### src/rtl/cs_dma_pkg.sv
// Shared definitions for the cycle-stealing DMA engine.
// Assumes a two-bit register index on the processor port.
package cs_dma_pkg;

    typedef enum logic [1:0] {
        ST_IDLE = 2'd0,
        ST_WAIT = 2'd1,
        ST_XFER = 2'd2,
        ST_REL  = 2'd3
    } dma_state_e;

    localparam logic [1:0] RA_CTRL = 2'd0;
    localparam logic [1:0] RA_DEV  = 2'd1;
    localparam logic [1:0] RA_MEM  = 2'd2;
    localparam logic [1:0] RA_CNT  = 2'd3;

    localparam int CB_GO  = 0;
    localparam int CB_DIR = 1;
    localparam int CB_CLR = 2;

endpackage

### src/rtl/cs_dma_regs.sv
// Register bank: holds the programmed direction, device address, the live
// memory address and remaining count, and the done flag.
// Assumes REG_W is at least as wide as ADDR_W, DEV_W and CNT_W.
// Writes are accepted only while the sequencer is idle.
module cs_dma_regs
    import cs_dma_pkg::*;
#(
    parameter int ADDR_W = 16,
    parameter int DEV_W  = 8,
    parameter int CNT_W  = 16,
    parameter int REG_W  = 16
) (
    input  logic              clk,
    input  logic              rst_n,
    input  logic              cfg_sel,
    input  logic              cfg_we,
    input  logic [1:0]        cfg_addr,
    input  logic [REG_W-1:0]  cfg_wdata,
    output logic [REG_W-1:0]  cfg_rdata,
    input  logic              busy,
    input  logic              xfer,
    input  logic              finish,
    output logic              start_acc,
    output logic              dir,
    output logic [DEV_W-1:0]  dev_addr,
    output logic [ADDR_W-1:0] mem_addr,
    output logic              cnt_zero,
    output logic              cnt_one,
    output logic              done
);

    logic             wr;
    logic             cfg_open;
    logic             clr_req;
    logic [CNT_W-1:0] cnt_q;

    // Decode a write and whether it may touch the configuration.
    always_comb begin
        wr        = cfg_sel && cfg_we;
        cfg_open  = wr && !busy;
        start_acc = cfg_open && (cfg_addr == RA_CTRL) && cfg_wdata[CB_GO];
        clr_req   = wr && (cfg_addr == RA_CTRL) && cfg_wdata[CB_CLR];
        cnt_zero  = (cnt_q == '0);
        cnt_one   = (cnt_q == CNT_W'(1));
    end

    // Read multiplexer, zero-extended to the port width.
    always_comb begin
        case (cfg_addr)
            RA_CTRL: cfg_rdata = REG_W'({done, dir, busy});
            RA_DEV:  cfg_rdata = REG_W'(dev_addr);
            RA_MEM:  cfg_rdata = REG_W'(mem_addr);
            default: cfg_rdata = REG_W'(cnt_q);
        endcase
    end

    // Configuration registers, plus the per-word address and count step.
    always_ff @(posedge clk) begin
        if (!rst_n) begin
            dir      <= 1'b0;
            dev_addr <= '0;
            mem_addr <= '0;
            cnt_q    <= '0;
        end else begin
            if (start_acc)
                dir <= cfg_wdata[CB_DIR];
            if (cfg_open && cfg_addr == RA_DEV)
                dev_addr <= cfg_wdata[DEV_W-1:0];
            if (cfg_open && cfg_addr == RA_MEM)
                mem_addr <= cfg_wdata[ADDR_W-1:0];
            if (cfg_open && cfg_addr == RA_CNT)
                cnt_q <= cfg_wdata[CNT_W-1:0];
            if (xfer) begin
                mem_addr <= mem_addr + 1'b1;
                cnt_q    <= cnt_q - 1'b1;
            end
        end
    end

    // Done flag: completion sets it; a clear or a new start drops it.
    always_ff @(posedge clk) begin
        if (!rst_n)
            done <= 1'b0;
        else if (finish)
            done <= 1'b1;
        else if (start_acc || clr_req)
            done <= 1'b0;
    end

endmodule

### src/rtl/cs_dma_seq.sv
// Transfer sequencer: waits for the device, requests the bus, moves one word
// per grant, then drops the request for one cycle before asking again.
// Assumes the arbiter keeps the grant high for as long as the request is high,
// and that the device keeps dev_ready high until it is strobed.
module cs_dma_seq
    import cs_dma_pkg::*;
(
    input  logic clk,
    input  logic rst_n,
    input  logic start_acc,
    input  logic cnt_zero,
    input  logic cnt_one,
    input  logic dev_ready,
    input  logic bus_gnt,
    output logic busy,
    output logic bus_req,
    output logic xfer,
    output logic finish
);

    dma_state_e st_q;
    dma_state_e st_d;

    // Next-state choice for the one-word-per-grant cycle.
    always_comb begin
        st_d = st_q;
        case (st_q)
            ST_IDLE: if (start_acc && !cnt_zero) st_d = ST_WAIT;
            ST_WAIT: if (dev_ready && bus_gnt)   st_d = ST_XFER;
            ST_XFER: st_d = cnt_one ? ST_IDLE : ST_REL;
            ST_REL:  st_d = ST_WAIT;
            default: st_d = ST_IDLE;
        endcase
    end

    // State register.
    always_ff @(posedge clk) begin
        if (!rst_n)
            st_q <= ST_IDLE;
        else
            st_q <= st_d;
    end

    // Outputs decoded from the state.
    always_comb begin
        busy    = (st_q != ST_IDLE);
        xfer    = (st_q == ST_XFER);
        bus_req = ((st_q == ST_WAIT) && dev_ready) || xfer;
        finish  = (start_acc && cnt_zero) || (xfer && cnt_one);
    end

endmodule

### src/rtl/cs_dma_route.sv
// Data routing for a single-pass word: the device word goes to the memory
// write bus, or the memory read word goes to the device, in one cycle.
// Assumes memory read data is valid in the same cycle as the address.
module cs_dma_route #(
    parameter int DATA_W = 16
) (
    input  logic              dir,
    input  logic              xfer,
    input  logic [DATA_W-1:0] mem_rdata,
    input  logic [DATA_W-1:0] dev_rdata,
    output logic              mem_en,
    output logic              mem_we,
    output logic [DATA_W-1:0] mem_wdata,
    output logic [DATA_W-1:0] dev_wdata,
    output logic              dev_strobe
);

    // Strobes and data paths for the word being moved this cycle.
    always_comb begin
        mem_en     = xfer;
        mem_we     = xfer && !dir;
        dev_strobe = xfer;
        mem_wdata  = dev_rdata;
        dev_wdata  = mem_rdata;
    end

endmodule

### src/rtl/cs_dma_engine.sv
// Top level of the single-channel cycle-stealing DMA engine.
// Connects the register bank, the sequencer and the data routing.
// Assumes one word moves per bus grant and memory answers in the same cycle.
module cs_dma_engine #(
    parameter int ADDR_W = 16,
    parameter int DEV_W  = 8,
    parameter int CNT_W  = 16,
    parameter int DATA_W = 16,
    parameter int REG_W  = 16
) (
    input  logic              clk,
    input  logic              rst_n,
    input  logic              cfg_sel,
    input  logic              cfg_we,
    input  logic [1:0]        cfg_addr,
    input  logic [REG_W-1:0]  cfg_wdata,
    output logic [REG_W-1:0]  cfg_rdata,
    output logic              bus_req,
    input  logic              bus_gnt,
    output logic              mem_en,
    output logic              mem_we,
    output logic [ADDR_W-1:0] mem_addr,
    output logic [DATA_W-1:0] mem_wdata,
    input  logic [DATA_W-1:0] mem_rdata,
    output logic [DEV_W-1:0]  dev_addr,
    input  logic              dev_ready,
    output logic              dev_strobe,
    input  logic [DATA_W-1:0] dev_rdata,
    output logic [DATA_W-1:0] dev_wdata,
    output logic              irq
);

    logic busy;
    logic xfer;
    logic finish;
    logic start_acc;
    logic dir;
    logic cnt_zero;
    logic cnt_one;
    logic done;

    cs_dma_regs #(
        .ADDR_W(ADDR_W),
        .DEV_W (DEV_W),
        .CNT_W (CNT_W),
        .REG_W (REG_W)
    ) u_regs (
        .clk      (clk),
        .rst_n    (rst_n),
        .cfg_sel  (cfg_sel),
        .cfg_we   (cfg_we),
        .cfg_addr (cfg_addr),
        .cfg_wdata(cfg_wdata),
        .cfg_rdata(cfg_rdata),
        .busy     (busy),
        .xfer     (xfer),
        .finish   (finish),
        .start_acc(start_acc),
        .dir      (dir),
        .dev_addr (dev_addr),
        .mem_addr (mem_addr),
        .cnt_zero (cnt_zero),
        .cnt_one  (cnt_one),
        .done     (done)
    );

    cs_dma_seq u_seq (
        .clk      (clk),
        .rst_n    (rst_n),
        .start_acc(start_acc),
        .cnt_zero (cnt_zero),
        .cnt_one  (cnt_one),
        .dev_ready(dev_ready),
        .bus_gnt  (bus_gnt),
        .busy     (busy),
        .bus_req  (bus_req),
        .xfer     (xfer),
        .finish   (finish)
    );

    cs_dma_route #(
        .DATA_W(DATA_W)
    ) u_route (
        .dir       (dir),
        .xfer      (xfer),
        .mem_rdata (mem_rdata),
        .dev_rdata (dev_rdata),
        .mem_en    (mem_en),
        .mem_we    (mem_we),
        .mem_wdata (mem_wdata),
        .dev_wdata (dev_wdata),
        .dev_strobe(dev_strobe)
    );

    // The interrupt line mirrors the done flag.
    always_comb irq = done;

endmodule

### config.mk
export PLATFORM = sky130hd
export DESIGN_NAME = cs_dma_engine
export DESIGN_NICKNAME = d
export VERILOG_FILES = /design/src/rtl/cs_dma_pkg.sv /design/src/rtl/cs_dma_regs.sv /design/src/rtl/cs_dma_seq.sv /design/src/rtl/cs_dma_route.sv /design/src/rtl/cs_dma_engine.sv
export SDC_FILE = /design/constraint.sdc
export NUM_CORES = 1
export LEC_CHECK = 0
export BUFFER_PORTS_ARGS = -buffer_cell sky130_fd_sc_hd__buf_2
export CAP_MARGIN = 20
export CORE_MARGIN = 3
export CORE_UTILIZATION = 40
export DETAILED_ROUTE_END_ITERATION = 8
export MAX_ROUTING_LAYER = met4
export PLACE_DENSITY = 0.69
export SLEW_MARGIN = 30
export SYNTH_ARGS = -nofsm -noshare
export SYNTH_HDL_FRONTEND = slang
export SYNTH_SLANG_ARGS = --single-unit
export TNS_END_PERCENT = 20
### constraint.sdc
create_clock -name clk -period 2.9 [get_ports clk]
set_clock_uncertainty 0.2 [all_clocks]
set_input_delay 0.29 -clock clk [delete_from_list [all_inputs] [get_ports clk]]
set_output_delay 0.29 -clock clk [all_outputs]
set_load 0.005 [all_outputs]
Word-level counts from Yosys, hierarchy flattened

Cells that the tools add are included.

Word-level logic and storage cells: 57
Input bits: 56
Output and inout bits: 77
Register bits after elaboration: 44

Multiplexer cells: 11
Eq/ne operators: 9
Reduce and logical (&&, ||, !) cells: 29
Add/sub/neg operators: 2

Operator list:

| cell                                                                   | number |
|---|---|
| 16-bit two-way mux                                                     | 4 |
| 16-bit case mux with 3 select lines                                    | 1 |
| 16-bit by 1-bit adder with 16-bit output, second input constant        | 1 |
| 16-bit by 1-bit equality test with 1-bit output, second input constant | 1 |
| 16-bit zero test                                                       | 1 |
| 16-bit by 1-bit subtractor with 16-bit output, second input constant   | 1 |
| 1-bit logical AND                                                      | 15 |
| 2-bit equality test, second input constant                             | 4 |
| 2-bit case mux with 4 select lines                                     | 1 |
| 2-bit nonzero test                                                     | 4 |
| 2-bit two-way mux                                                      | 3 |
| 2-bit by 1-bit equality test with 1-bit output, second input constant  | 2 |
| 2-bit zero test                                                        | 2 |
| 2-bit by 1-bit != test with 1-bit output, second input constant        | 2 |
| 1-bit zero test                                                        | 3 |
| 1-bit logical OR                                                       | 3 |
| 1-bit two-way mux                                                      | 2 |
| 2-bit AND reduction                                                    | 1 |

Logic depth before layout (Yosys ltp)

Gate-level depths: netlist of run 1.

Depth in word-level cells: 8
Mapped depth: 7

By module

Synthesis of run 1 repeated with hierarchy kept, for this count alone.

Cell total of the unflattened synthesis: 356
Area total of the unflattened synthesis: 3,015.4 µm²

Modules (own cells, without submodules):

| module       | cells each | instances | area each (µm²) | sequential area each (µm²) |
|---|---|---|---|---|
| cs_dma_regs  | 300        | 1         | 2,547.4         | 840.8 |
| cs_dma_route | 35         | 1         | 269.0           | 0.0 |
| cs_dma_seq   | 21         | 1         | 198.9           | 40.0 |

Worst setup path before layout of run 1

Ideal clock, no wire load.

Path type: register to register
Start point: register u_regs.cnt_q[4]
End point: register u_regs.cnt_q[15]
Path slack: 0.645 ns
Data required time: 2.626 ns
Buffers on the path: 2
Arrival: 1.980 ns
Period minus slack after synthesis: 2.255 ns
Stages on the path, launching flop included: 7
Cell sequence: dfxtp_1 buf_6 or4_1 buf_2 or3_4 or4_1 a31oi_1

Word-level cells in the longest chain between the ends: 2

Ends and longest elaborated chain:

| item                                          | line              | text |
|---|---|---|
| start, declared                               | cs_dma_regs.sv:35 | `logic [CNT_W-1:0] cnt_q;` |
| start signal, assigned                        | cs_dma_regs.sv:72 | `cnt_q <= cfg_wdata[CNT_W-1:0];` |
| start signal, assigned                        | cs_dma_regs.sv:75 | `cnt_q <= cnt_q - 1'b1;` |
| 16-bit by 1-bit subtractor with 16-bit output | cs_dma_regs.sv:75 |  |
| 16-bit two-way mux                            | cs_dma_regs.sv:73 | `if (xfer) begin` |

Every way passes these cells.
A chain may end at the register's enable or synchronous reset.

Worst setup path after layout of run 1

Start point: register u_seq.st_q[0]
End point: register u_regs.cnt_q[6]

Word-level cells in the longest chain between the ends: 5

Ends and longest elaborated chain:

| item                         | line              | text |
|---|---|---|
| start, declared              | cs_dma_seq.sv:21  | `dma_state_e st_q;` |
| start signal, assigned       | cs_dma_seq.sv:41  | `st_q <= st_d;` |
| 2-bit nonzero test           | cs_dma_seq.sv:46  | `busy = (st_q != ST_IDLE);` |
| 1-bit zero test              | cs_dma_regs.sv:40 | `cfg_open = wr && !busy;` |
| 1-bit logical AND            | cs_dma_regs.sv:40 |  |
| 1-bit logical AND            | cs_dma_regs.sv:71 | `if (cfg_open && cfg_addr == RA_CNT)` |
| 2-bit nonzero test (no line) | --                |  |

Parallel ways exist; a longest one is shown, timed or not.

==> results.md, run 1 <==
* Worst slew margin at 39.0%
* Initial antenna violation count at 0
* Post-CTS Resized at 0
* Post-CTS setup buffers at 0
* Top cells by area, synth: dfxtp_1 (29%), buf_4 (8.2%), mux2i_1 (5.6%)
* Largest stage delay, worst path at 0.48 ns
* Antenna cells at 0
* EDFF count, synth at 0
* Worst path slowest cell: nor2_1
* Deepest clock path buffer count at 2
* Combinational share of power at 19.2%
* HPWL after DPL at approximately 6700 µm
* Final count of pins violating max slew at 0
* Overall routed net length at 9050 µm
* Power density over cell area at 421 nW/µm²
* Dominant synthesized flop cell: dfxtp_1
* First-pass GRT wire length at 14600 µm
* GR Overflow Total at 0
* Share of the synthesized area in the top cell type at 29.2%
* Pwr Total at 1.41 mW
* Yosys warns at 0
* I/O Buffers at 68
* Sequence of cells on the critical path: inv_1, ha_1, nand3b_1, nor2_1, nor3_1, a2111oi_0
* Total negative slack at 0 ns
* Post-detailed-route wirelength per cell at 18.1 µm
* Reg2reg start: u_seq.st_q[0]
* Setup crit start: u_seq.st_q[0]
* Syn_nets at 429
* Dpl cell area at approximately 3200 µm²
* Overall routing resource usage at 22.0%
* Int Pwr at approximately 0.99 mW
* Worst skew pair latency at ~0.30 ns
* HP Class: input pin to register
* CP Max Fanout at 12
* Largest area contributor in the netlist: dfxtp_1
* Max-cap violations at 0
* Vias per inst at between 5 and 6
* Sequential cell area fraction in the yosys report at 29.2%
* Hold-fix buffers, CTS at 0
* Via count at 2940
* CTS tree: yes
* Unrepaired setup endpoints after global routing: no
* CTS HTree Levels at 2
* Final #Nets at 462
* Final period util at 81.5%
* Crit path required time at between 2 and 3 ns
* Die H at 92.9 µm
* Sw Share at just under 30%
* Iter 0 DRT Violations at 232
* Mapped Cells at about 370
* Avg Inst Size Synth at ~8.2 µm²
* # IOs at 133
* Clock root buffer: clkbuf_8
* Yosys cell types at 60
* Clock network fraction of total power at between 30% and 40%
* Clk sinks at between 40 and 50
* Synthesis-stage register bit count at 44
* Die width at between 90 and 100 µm
* Routability cong. at a little under 0.9
* HP Start: cfg_wdata[5]
* WS Path Type: register to register
* Largest net degree at the start of global routing at 26
* Initial Util at 41.4%
* Peak VDD IR at 222 µV
* Critical path arrival at 2.35 ns
* Setup Viol. Count Final at 0
* Row Count at 31
* Drt drc at 0
* F_max at 0.423 GHz
* FFs w/ async S/R, synth at 0%
* Sequential cell fraction of total power at between 40% and 50%
* DRT antenna net count at 0
* Leakage at 1.37 nW
* Fin crit period at 2.36 ns
* Slew of the pin with the lowest slew margin at 0.914 ns
* Synth Cell Area at 3020 µm²
* CORE AREA at 7290 µm²
* Vias in the first global route at about 2800
* Clock-pin slew on the worst setup and hold paths at approximately 0.09 ns
* First-pass DRT Iterations at 5
* Fraction of layout cells with a size suffix above 1 at 24.9%
* Critical path capture point type: register
* Num CTS Buffers at 5
* Area Overhead vs Synth at 10.6%
* Die area at 8630 µm²
* Final hold violation count at 0
* Outcome: finished clean
* Startpoint types: register
* Switch Pwr at roughly 0.42 mW
* Design area at 3340 µm²
cell type report:
cell class	instances	area, µm²
clock buffer	5	68.8
clock inverter	3	42.5
fill	767	3950
inverter	10	37.5
multi-input combinational	261	1770
sequential	44	881
tap	99	124
timing repair buffer	78	415
flip-flops by register name (all words and copies together) (netlist names):
name and count:
u_regs.cnt_q 16, u_seq.st_q 2, u_regs.dev_addr 8, u_regs.dir 1, u_regs.done 1, u_regs.mem_addr 16
cells in the mapped netlist, types with 7 or more instances:
| library cell | instances |
|---|---|
| buf_4 | 33 |
| nand2_1 | 25 |
| or3_1 | 8 |
| inv_1 | 9 |
| nand3_1 | 18 |
| nor2_1 | 23 |
| nor4_1 | 7 |
| a31oi_1 | 10 |
| nor2b_1 | 9 |
| o211ai_1 | 7 |
| a21oi_1 | 18 |
| dfxtp_1 | 44 |
| clkbuf_1 | 14 |
| o21ai_0 | 10 |
| mux2i_1 | 17 |
| nor3_1 | 13 |
path summary, 6_finish.rpt:
check | to | slack, ns | cells after the start
worst max-delay path | u_regs.cnt_q[6] | 0.54 | 6
worst min-delay path | u_regs.cnt_q[5] | 0.07 | 3
worst max register to register | u_regs.cnt_q[6] | 0.54 | 6
worst min register to register | u_regs.dir | 0.30 | 2
critical path, delay by kind of cell, from the launching register on:
kind / cells / cell delay (ns)
simple gates: 3 / 0.88
flops: 1 / 0.37
compound gates: 1 / 0.37
fa+ha+maj: 1 / 0.34
buf+inv: 1 / 0.08
cell usage in the layout (no fill, tap or decap), types with 7 or more instances in the layout:
| cell | count |
|---|---|
| buf_2 | 68 |
| dfxtp_1 | 44 |
| nand2_1 | 25 |
| nor2_1 | 23 |
| a21oi_1 | 18 |
| nand3_1 | 18 |
| mux2i_1 | 17 |
| nor3_1 | 13 |
| o21ai_0 | 10 |
| a31oi_1 | 10 |
| buf_4 | 10 |
| inv_1 | 9 |
| nor2b_1 | 9 |
| or3_1 | 8 |
| nor4_1 | 7 |
| o211ai_1 | 7 |
per-stage QoR:
stage               util, %  instances  hold WS [ns]  setup slack, ns
finish                 45.8        500        0.0687            0.538
global route           45.8        500        0.0750            0.345
CTS                    45.8        500        0.0636            0.566
detailed placement     44.3        492         0.286            0.546
global placement       44.3        492         0.264            0.572
floorplan                 -        367         0.231            0.645
cells by family after synthesis:
kind of cell	count (synthesis)	share of synthesized area, %
AND/OR/NAND/NOR	144	26.4
multiplexers	25	9.73
buffers and inverters	62	12.1
flip-flops	44	29.2
AO/OA/AOI/OAI	86	20.1
adder cells (fa/ha/maj)	6	2.49
power by group through the flow:
stage | Sequential [mW] | Clock, mW | Combinational, mW
after floorplan | 0.658 | 0 | 0.210
after global placement | 0.665 | 0 | 0.264
after detailed placement | 0.665 | 0 | 0.265
after CTS | 0.651 | 0.493 | 0.266
after global routing | 0.655 | 0.519 | 0.299
final | 0.652 | 0.486 | 0.269
per-layer routing:
metal  GRT usage, %  share of wire (%)  vias up
met5              -                  0        -
met4           6.35                1.4        0
met3           3.09                7.4       18
met2           33.7                 46      118
met1           30.3                 46     1391
li1               -                  -     1413
No activity file was read; power rests on OpenSTA's default activity.
==> run 2: changes to the inputs <==
--- a/config.mk
+++ b/config.mk
@@ -11,7 +11,7 @@
 export CORE_UTILIZATION = 40
 export DETAILED_ROUTE_END_ITERATION = 8
 export MAX_ROUTING_LAYER = met4
-export PLACE_DENSITY = 0.69
+export PLACE_DENSITY = 0.72
 export SLEW_MARGIN = 30
 export SYNTH_ARGS = -nofsm -noshare
 export SYNTH_HDL_FRONTEND = slang
==> constraint.sdc (replaced) <==
create_clock -name clk -period 2.1 [get_ports clk]
set_clock_uncertainty 0.2 [all_clocks]
set_input_delay 0.21 -clock clk [delete_from_list [all_inputs] [get_ports clk]]
set_output_delay 0.21 -clock clk [all_outputs]
set_load 0.005 [all_outputs]
==> run 2 against run 1 <==
Net effect: clock power rose by 19%; hold slack lost 0.065 ns; cell area increased by 12%; critical path type unchanged; utilization up 5.7 points; sequential power is 37% higher; combinational power increased by 76%; critical path depth shrank 2; die area is the same; fmax up 15%; cell count rose by 9.2%; highest routed layer unchanged; non-clock buffer count rose by 46; global-route usage is 1.3 points higher.
==> results.md, run 2 (synthesis gave the netlist of run 1 again) <==
* WS Path Type: register to register
* Most frequent cells in the layout: buf_2 (68), buf_4 (47), dfxtp_1 (43), nand2_1 (25), nor2_1 (21)
* R2r setup slk at 0.05 ns (-0.49 ns)
* Pwr Total at 1.94 mW (+38%)
* Startpoint types: register
* Setup crit start: u_regs.cnt_q[7]
* Total negative slack at 0 ns (unchanged)
* # IOs at 133 (unchanged)
* Top Registers: u_regs.cnt_q (16), u_regs.mem_addr (16), u_regs.dev_addr (8)
* CORE AREA at 7290 µm² (unchanged)
* HPWL after DPL at 7280 µm (+8.0%)
* Initial Util at 41.4% (unchanged)
* CTS HTree Levels at 2 (unchanged)
* Die H at 92.9 µm (unchanged)
* CP Max Fanout at 4 (-8)
* Max-cap violations at 0 (unchanged)
* Critical path arrival at 2.09 ns (-0.26 ns)
* Die area at 8630 µm² (unchanged)
* CTS tree: yes
* Final #Nets at 508 (+10%)
* Reg2reg start: u_regs.cnt_q[7]
* Die width at 92.9 µm (unchanged)
* Fraction of layout cells with a size suffix above 1 at 33.1% (+8.2 points)
* Crit path required time at 2.14 ns (-0.74 ns)
* Routability cong. at 0.861 (-3.6%)
* Final count of pins violating max slew at 0 (unchanged)
* Fin crit period at 2.05 ns (-0.314 ns)
* Overall routed net length at 9710 µm (+7.4%)
* DRT antenna net count at 0 (unchanged)
* Setup Viol. Count Final at 0 (unchanged)
* Design area at 3760 µm² (+12%)
* Drt drc at 0 (unchanged)
* Overall routing resource usage at 23.3% (+1.3 points)
* Leakage at 1.60 nW (+16%)
* Worst hold margin at 0.00399 ns (-0.0647 ns)
* Outcome: finished clean
* Via count at 3218 (+9.5%)
* First-pass GRT wire length at 15500 µm (+5.9%)
* Iter 0 DRT Violations at 229 (-1.3%)
* HP Class: input pin to register
* F_max at 0.488 GHz (+15%)
* Final period util at 97.6% (+16 points)
* Vias in the first global route at 3090 (+9.7%)
* Most common cell after layout, fill and taps aside: buf_2
* Power density over cell area at 517 nW/µm² (+23%)
* Final hold violation count at 0 (unchanged)
* Num CTS Buffers at 5 (unchanged)
* Clock root buffer: clkbuf_8
* Unrepaired setup endpoints after global routing: yes
* Clk sinks at 44 (unchanged)
* Critical path capture point type: register
* First-pass DRT Iterations at 6 (+1)
* Worst slew margin at 62.6% (+24 points)
* Vias per inst at 5.89 (+0.23%)
* Largest net degree at the start of global routing at 16 (-38%)
* Antenna cells at 0 (unchanged)
* I/O Buffers at 68 (unchanged)
* Clock-pin slew on the worst setup and hold paths at 0.08 ns (about the same)
* Peak VDD IR at 237 µV (+6.9%)
* Dpl cell area at 3510 µm² (+8.7%)
* CP Capture Point: u_regs.cnt_q[15]
* GR Overflow Total at 0 (unchanged)
* Slew of the pin with the lowest slew margin at 0.560 ns (-0.354 ns)
* Reg2reg end: u_regs.cnt_q[15]
* Initial antenna violation count at 0 (unchanged)
* Post-detailed-route wirelength per cell at 17.8 µm (-1.7%)
* Area Overhead vs Synth at 24.4%
* Row Count at 31 (unchanged)
* Deepest clock path buffer count at 2 (unchanged)
* Worst reg-to-reg path cell count at 4 (-2)
* Worst skew pair latency at 0.31 ns (about the same)
-- run 2: cell types whose count changed in the layout (fill, tap and decap cells not counted), sizes merged --
| cell | previous run | this run |
|---|---|---|
| clkbuf | 5 | 7 |
| bufinv | 1 | 0 |
| buf | 78 | 115 |
| dlygate4sd3 | 0 | 9 |
| clkinv | 1 | 0 |
-- run 2: area by class of cell --
type,count,area (µm²)
Fill cell,733,3540
Multi-Input combinational cell,261,1840
Sequential cell,44,882
Timing Repair Buffer,124,783
Tap cell,99,124
Clock buffer,7,86.3
Inverter,10,37.5
Clock inverter,1,7.51
-- run 2: layer usage --
metal	vias up	wire length (µm)	global-route usage, %	share of wire, %
met4	0	215	9.16	2.2
met2	158	4550	36.5	47
met5	-	0	-	0
li1	1507	-	-	-
met1	1522	4130	29.8	43
met3	31	811	4.06	8.4
-- run 2: how the worst min path moves through the flow --
stage	startpoint	endpoint	slack [ns]	cells after the start
2_1_floorplan	rst_n	u_regs.mem_addr[13]	0.15	2
4_1_cts	cfg_wdata[6]	u_regs.dev_addr[6]	0.008	3
6_report	cfg_wdata[6]	u_regs.dev_addr[6]	0.004	3
3_5_place_dp	mem_rdata[13]	dev_wdata[13]	0.22	0
5_1_grt	cfg_wdata[6]	u_regs.dev_addr[6]	0.04	3
3_3_place_gp	mem_rdata[13]	dev_wdata[13]	0.22	0
-- run 2: where the power goes --
group | leakage [nW] | internal (mW) | total [mW] | switching (mW)
combinational | 1.20 | 0.219 | 0.474 | 0.255
sequential | 0.357 | 0.863 | 0.893 | 0.0301
clock | 0.0445 | 0.268 | 0.577 | 0.309
total | 1.60 | 1.35 | 1.94 | 0.594
-- run 2: per-stage QoR --
step           std cells  utilization, %  setup WS (ns)
2_1_floorplan        367               -        -0.0128
3_3_place_gp         529            48.1         0.0550
3_5_place_dp         529            48.1        -0.0466
4_1_cts              546            50.7        0.00592
5_1_grt              546            51.5        -0.0276
6_report             546            51.5         0.0514
-- run 2: repair_timing --
item                                   in CTS  in global routing
endpoints found under the hold margin      12                  0
resized for setup                           2                 14
cloned                                      0                  0
buffers inserted                            0                  0
setup endpoints to repair                   3                 16
hold buffers                                9                  0
-- run 2: worst max-delay path, cell delays in order, from the launching register on --
cell	delay, ns
dfxtp_1	0.32
or4_4	0.55
or3_4	0.39
or4_1	0.40
a31oi_1	0.13
